==> config.mk <==
export PLATFORM = sky130hd
export DESIGN_NAME = mcuMemGlue
export DESIGN_NICKNAME = d
export VERILOG_FILES = /design/src/rtl/mcuGluePkg.sv /design/src/rtl/mcuGlueDatapath.sv /design/src/rtl/mcuGlueControl.sv /design/src/rtl/mcuMemGlue.sv
export SDC_FILE = /design/constraint.sdc
export NUM_CORES = 1
export LEC_CHECK = 0
export CORE_ASPECT_RATIO = 0.9
export CORE_MARGIN = 10
export CORE_UTILIZATION = 30
export DETAILED_ROUTE_END_ITERATION = 16
export PLACE_DENSITY = 0.62
export SKIP_CTS_REPAIR_TIMING = 1
export SLEW_MARGIN = 30
export SYNTH_ARGS = -nofsm -noshare
export SYNTH_HDL_FRONTEND = slang
export SYNTH_HIERARCHICAL = 1
export SYNTH_SLANG_ARGS = --single-unit
==> constraint.sdc <==
create_clock -name clk -period 2.15 [get_ports clk]
set_input_delay 0.43 -clock clk [delete_from_list [all_inputs] [get_ports clk]]
set_output_delay 0.43 -clock clk [all_outputs]
set_load 0.1 [all_outputs]
==> src/rtl/mcuGluePkg.sv <==
package mcuGluePkg;
  // Strobes the control half hands to the datapath every cycle
  typedef struct packed {
    logic captureLow;   // sample the shared port into the low-address register
    logic loadDisplay;  // load the sampled data byte into the display register
  } glueStrobes_t;
endpackage

==> src/rtl/mcuGlueDatapath.sv <==
module mcuGlueDatapath
  import mcuGluePkg::*;
#(
  parameter int DATA_W   = 8,
  parameter int RAM_HI_W = 7
) (
  input  logic                       clk,
  input  logic                       rstN,
  input  glueStrobes_t               strobes,
  input  logic [DATA_W-1:0]          adBus,
  input  logic [RAM_HI_W-1:0]        addrHiRam,
  output logic [DATA_W+RAM_HI_W-1:0] ramAddr,
  output logic [DATA_W-1:0]          segOut
);
  logic [DATA_W-1:0] lowQ;
  logic [DATA_W-1:0] busQ;
  logic [DATA_W-1:0] lowNow;

  // Low-address register follows the port while the strobe is high
  always_ff @(posedge clk or negedge rstN) begin
    if (!rstN) lowQ <= '0;
    else if (strobes.captureLow) lowQ <= adBus;
  end

  // Data byte sampled every cycle, so the value of the write low phase
  // is still available on the edge that sees the strobe return high
  always_ff @(posedge clk or negedge rstN) begin
    if (!rstN) busQ <= '0;
    else busQ <= adBus;
  end

  always_ff @(posedge clk or negedge rstN) begin
    if (!rstN) segOut <= '0;
    else if (strobes.loadDisplay) segOut <= busQ;
  end

  // Transparent path while the strobe is high, held value otherwise
  always_comb begin
    lowNow  = strobes.captureLow ? adBus : lowQ;
    ramAddr = {addrHiRam, lowNow};
  end

  a_r2_low_hold: assert property (@(posedge clk) disable iff (!rstN)
    !strobes.captureLow |=> $stable(lowQ));
  a_r10_display_stable: assert property (@(posedge clk) disable iff (!rstN)
    !strobes.loadDisplay |=> $stable(segOut));
  a_r9_display_value: assert property (@(posedge clk) disable iff (!rstN)
    strobes.loadDisplay |=> (segOut == $past(busQ)));
endmodule

==> src/rtl/mcuGlueControl.sv <==
module mcuGlueControl
  import mcuGluePkg::*;
#(
  parameter int POR_CYCLES = 24
) (
  input  logic         clk,
  input  logic         rstN,
  input  logic         hostIsolate,
  input  logic         mcuClkStop,
  input  logic         aleIn,
  input  logic         psenN,
  input  logic         rdN,
  input  logic         wrN,
  input  logic         addrTop,
  output glueStrobes_t strobes,
  output logic         ramCeN,
  output logic         ramOeN,
  output logic         ramWeN,
  output logic         mcuRst,
  output logic         mcuClk
);
  localparam int POR_W = $clog2(POR_CYCLES + 1);
  localparam logic [POR_W-1:0] POR_END = POR_CYCLES[POR_W-1:0];

  logic [POR_W-1:0] porCount;
  logic             porActive;
  logic             wrPrev;
  logic             topQ;
  logic             gateRun;

  always_ff @(posedge clk or negedge rstN) begin
    if (!rstN) porCount <= '0;
    else if (porCount != POR_END) porCount <= porCount + 1'b1;
  end

  always_ff @(posedge clk or negedge rstN) begin
    if (!rstN) begin
      wrPrev <= 1'b1;
      topQ   <= 1'b0;
    end else begin
      wrPrev <= wrN;
      topQ   <= addrTop;
    end
  end

  // Gate enable changes only while the clock is low: no runt pulses
  always_ff @(negedge clk or negedge rstN) begin
    if (!rstN) gateRun <= 1'b1;
    else gateRun <= !mcuClkStop;
  end

  always_comb begin
    porActive           = (porCount != POR_END);
    strobes.captureLow  = aleIn;
    strobes.loadDisplay = !wrPrev && wrN && topQ && !hostIsolate;
    ramCeN              = hostIsolate || addrTop;
    ramOeN              = hostIsolate || (psenN && rdN);
    ramWeN              = wrN;
    mcuRst              = hostIsolate || porActive;
    mcuClk              = clk && gateRun;
  end

  a_r8_isolate_forces: assert property (@(posedge clk) disable iff (!rstN)
    hostIsolate |-> (ramCeN && ramOeN && mcuRst));
  a_r7_reset_source: assert property (@(posedge clk) disable iff (!rstN)
    $rose(mcuRst) |-> hostIsolate);
  a_r5_oe_needs_strobe: assert property (@(posedge clk) disable iff (!rstN)
    !ramOeN |-> (!psenN || !rdN));
  a_r4_ce_low_half: assert property (@(posedge clk) disable iff (!rstN)
    !ramCeN |-> !addrTop);
  a_r9_load_on_rise: assert property (@(posedge clk) disable iff (!rstN)
    strobes.loadDisplay |-> (wrN && $past(!wrN)));
endmodule

==> src/rtl/mcuMemGlue.sv <==
module mcuMemGlue
  import mcuGluePkg::*;
#(
  parameter int DATA_W     = 8,
  parameter int HI_W       = 8,
  parameter int POR_CYCLES = 24,
  localparam int RAM_HI_W  = HI_W - 1,
  localparam int RAM_AW    = DATA_W + RAM_HI_W
) (
  input  logic              clk,
  input  logic              rstN,
  input  logic              hostIsolate,
  input  logic              mcuClkStop,
  input  logic [DATA_W-1:0] adBus,
  input  logic [HI_W-1:0]   addrHi,
  input  logic              aleIn,
  input  logic              psenN,
  input  logic              rdN,
  input  logic              wrN,
  output logic [RAM_AW-1:0] ramAddr,
  output logic              ramCeN,
  output logic              ramOeN,
  output logic              ramWeN,
  output logic              mcuRst,
  output logic              mcuClk,
  output logic [DATA_W-1:0] segOut
);
  glueStrobes_t strobes;

  mcuGlueControl #(.POR_CYCLES(POR_CYCLES)) ctrl_i (
    .clk(clk), .rstN(rstN), .hostIsolate(hostIsolate), .mcuClkStop(mcuClkStop),
    .aleIn(aleIn), .psenN(psenN), .rdN(rdN), .wrN(wrN),
    .addrTop(addrHi[HI_W-1]), .strobes(strobes),
    .ramCeN(ramCeN), .ramOeN(ramOeN), .ramWeN(ramWeN),
    .mcuRst(mcuRst), .mcuClk(mcuClk)
  );

  mcuGlueDatapath #(.DATA_W(DATA_W), .RAM_HI_W(RAM_HI_W)) dp_i (
    .clk(clk), .rstN(rstN), .strobes(strobes), .adBus(adBus),
    .addrHiRam(addrHi[RAM_HI_W-1:0]), .ramAddr(ramAddr), .segOut(segOut)
  );
endmodule

# Yosys cells after proc, flatten, opt, wreduce, memory -nomap -nowiden
# Cells that the tools add are included.
# op_classes
addsub	1
n_eq_ne	1
mux	1
reduce_logical	11
# op_table
op	n
8-bit two-way mux	1
5-bit by 1-bit adder with 5-bit output (second input constant)	1
1-bit logical AND	5
5-bit != test (second input constant)	1
1-bit logical NOT	3
1-bit logical OR	3
# word_totals
register_bits	32
in_bits	24

# Depth between registers and ports, before layout
# logic_depth
word_depth	4
ltp_mapped	4
depth_no_buf	4

# Cells and area by module
# The synthesis kept the hierarchy.
# modules_own_cells
mod	instances	cells_per_inst	area_per_inst_um2
mcuGlueDatapath	1	49	915.9
mcuGlueControl	1	33	395.4

==> run summary <==
GRT Overall Usage: 8.06%
syn avg cell area: 16.0 um^2
initial antenna violation count: 0
initial DRC count: 28
CP Cell Sequence: and2_4 > buf_12
worst setup margin: -0.610 ns
Leak Pwr: 0.000891 uW
Sw Ratio: 38.9%
pwr/cell area: 1090 mW/mm^2
Sw Pwr: 832 uW
clk_skew: 0.00712 ns
slowest CP cell: dfstp_2
maximum fanout along the worst path: 1
WL per Instance: 14.9 um
sum of buffers and inverters on the critical path: 1
first-pass GRT wire length: 4210 um
Ys Warns: 6
CP endpoint kind: output port
Seq pwr share: 32.3%
cell count after synthesis: 82
share of cells above drive strength 1: 48.4%
status: finished with violations
final hold vios: 0
#FFs+latches synth: 32
HP Class: flop to flop
Final setup viols: 2
Async SR Flop Fraction: 100%
Net Count, Synth: 108
Vias/cell: 4.12
Core Footprint: 0.00416 mm^2
failing checks: negative setup slack
non-filler instance count after layout: 182
Detailed Place HPWL: 2040 um
Syn-to-layout area delta: 49.0%
Worst slew margin: 74.6%
most common cell in the netlist: dfrtp_1
die span in x: 89.7 um
Max VDD drop: 0.000439 V
DR pass1 iterations: 4
Post-synth top flop: dfrtp_1
clock share of power: 35.4%
Final GP Congestion: 0.773
largest net degree at the start of global routing: 32
CTS tree: done
CP arrival: 2.33 ns
Final Max Slew Viols: 0
port bufs: 37
Inserted Diodes: 0
largest cells by area after synthesis: dfrtp_1, mux2_4, buf_4, dfstp_2, xnor2_1
# DRC: 0
Synth Cell Area: 0.00131 mm^2
Worst setup SP type: flop
Post-synth EDFFs: 0
NumNets Final: 147
area of the die: 0.00742 mm^2
Synth cell types: 19
WS Path Type: flop to output port
# placed instances: 171
total I/O pin count: 52
total negative slack: -0.610 ns
post-synth top area cell: dfrtp_1
num rows: 22
via count: 749
total length of routed wires: 2710 um
clk_lat worst skew: 0.39 ns
CTS clk-pin slew, worst paths: 0.07 ns
Comb power frac: 32.4%
Critical Path RT: 1.72 ns
sequential element share of the synthesized area: 61.3%
Tot Pwr: 2140 uW
post-route ant nets: 0
fill count: 364
vias in the first global route: 858
Starting Density: 31.5%
RSZ-0062 raised after global routing: yes
cell family with most CP delay: flip-flops
max-cap violations: 0
Synth top area share: 57.3%
Critical Path Max Stage Delay: 0.50 ns
Synth top cells by count: dfrtp_1, mux2_4, buf_4
Worst-Margin Slew: 0.380 ns
chip height: 82.7 um
Internal: 1310 uW
GRT Residual Overflow: 0
[registers in the layout (all words and copies together), names as in the netlist]
name,flops
ctrl_i/gateRun,1
ctrl_i/porCount,5
ctrl_i/topQ,1
ctrl_i/wrPrev,1
dp_i/busQ,8
dp_i/lowQ,8
dp_i/segOut,8
[cell families after synthesis]
kind of cell	count (synthesis)	share of synthesized area [%]
buffers and inverters	15	8.01
muxes	17	19.5
xor gates and xnor gates	3	2.00
AOI/OAI and AO/OA	2	0.954
DFF	32	61.3
and+or+nand+nor	11	6.39
adders and majority gates	2	1.91
[final timing paths]
check,from,end,slack [ns],cells after the start
max in group asynchronous,rstN,ctrl_i/gateRun,0.71,1
max reg2reg,ctrl_i/wrPrev,dp_i/segOut[0],0.83,3
min reg2reg,dp_i/busQ[1],dp_i/segOut[1],0.47,1
max,ctrl_i/gateRun,mcuClk,-0.61,2
min in group asynchronous,rstN,ctrl_i/porCount[0],0.50,2
min,dp_i/busQ[1],dp_i/segOut[1],0.47,1
[worst reg2reg max path, cell delays in order, from the launching register on]
cell and delay [ns]:
dfstp_2 0.37, nor4bb_2 0.27, buf_4 0.25, mux2_4 0.32
[area by class of cell]
cell class              count  area [um^2]  area share (%)
repair buffers             39          495            25.4
clock buffers              10          144            7.36
clock inverters             3         13.8           0.704
inverters                   3         11.3           0.576
multi-input cells          35          412            21.1
well taps                  60         75.1            3.84
flip-flops and latches     32          803            41.1
[power by group through the flow]
stage	Clock [uW]	Sequential, uW	Combinational (uW)
floorplan	99.1	940	304
global placement	116	699	695
detailed placement	116	701	699
CTS	755	691	700
global route	819	697	712
finish	756	690	691
[layout by cell type (no fill, tap or decap), types with 2 or more instances in the layout]
| master | instances |
|---|---|
| mux2_4 | 17 |
| inv_1 | 4 |
| dfrtp_1 | 30 |
| nand3_1 | 2 |
| dfstp_2 | 2 |
| clkbuf_8 | 9 |
| ha_1 | 2 |
| clkdlybuf4s50_1 | 16 |
| xnor2_1 | 3 |
| buf_4 | 10 |
| nand2b_1 | 2 |
| buf_12 | 14 |
[stage by stage]
stage	setup WS, ns	hold slack (ns)	cell area, um^2	utilization, %
3_3_place_gp	-1.07	0.461	1810	43.6
3_5_place_dp	-1.07	0.469	1810	43.6
6_report	-0.610	0.470	1950	47.0
4_1_cts	-1.58	0.478	1940	46.8
2_1_floorplan	-0.161	0.134	1310	-
5_1_grt	-0.642	0.493	1950	47.0
[metal layers]
| layer | share of wire (%) | wire [um] | GRT usage (%) |
|---|---|---|---|
| met1 | 35 | 955 | 7.71 |
| met2 | 51 | 1390 | 12.0 |
| met3 | 9.1 | 247 | 3.52 |
| met4 | 4.1 | 112 | 9.68 |
| met5 | 0 | 0 | 0 |
No activity file was read; power rests on OpenSTA's default activity.
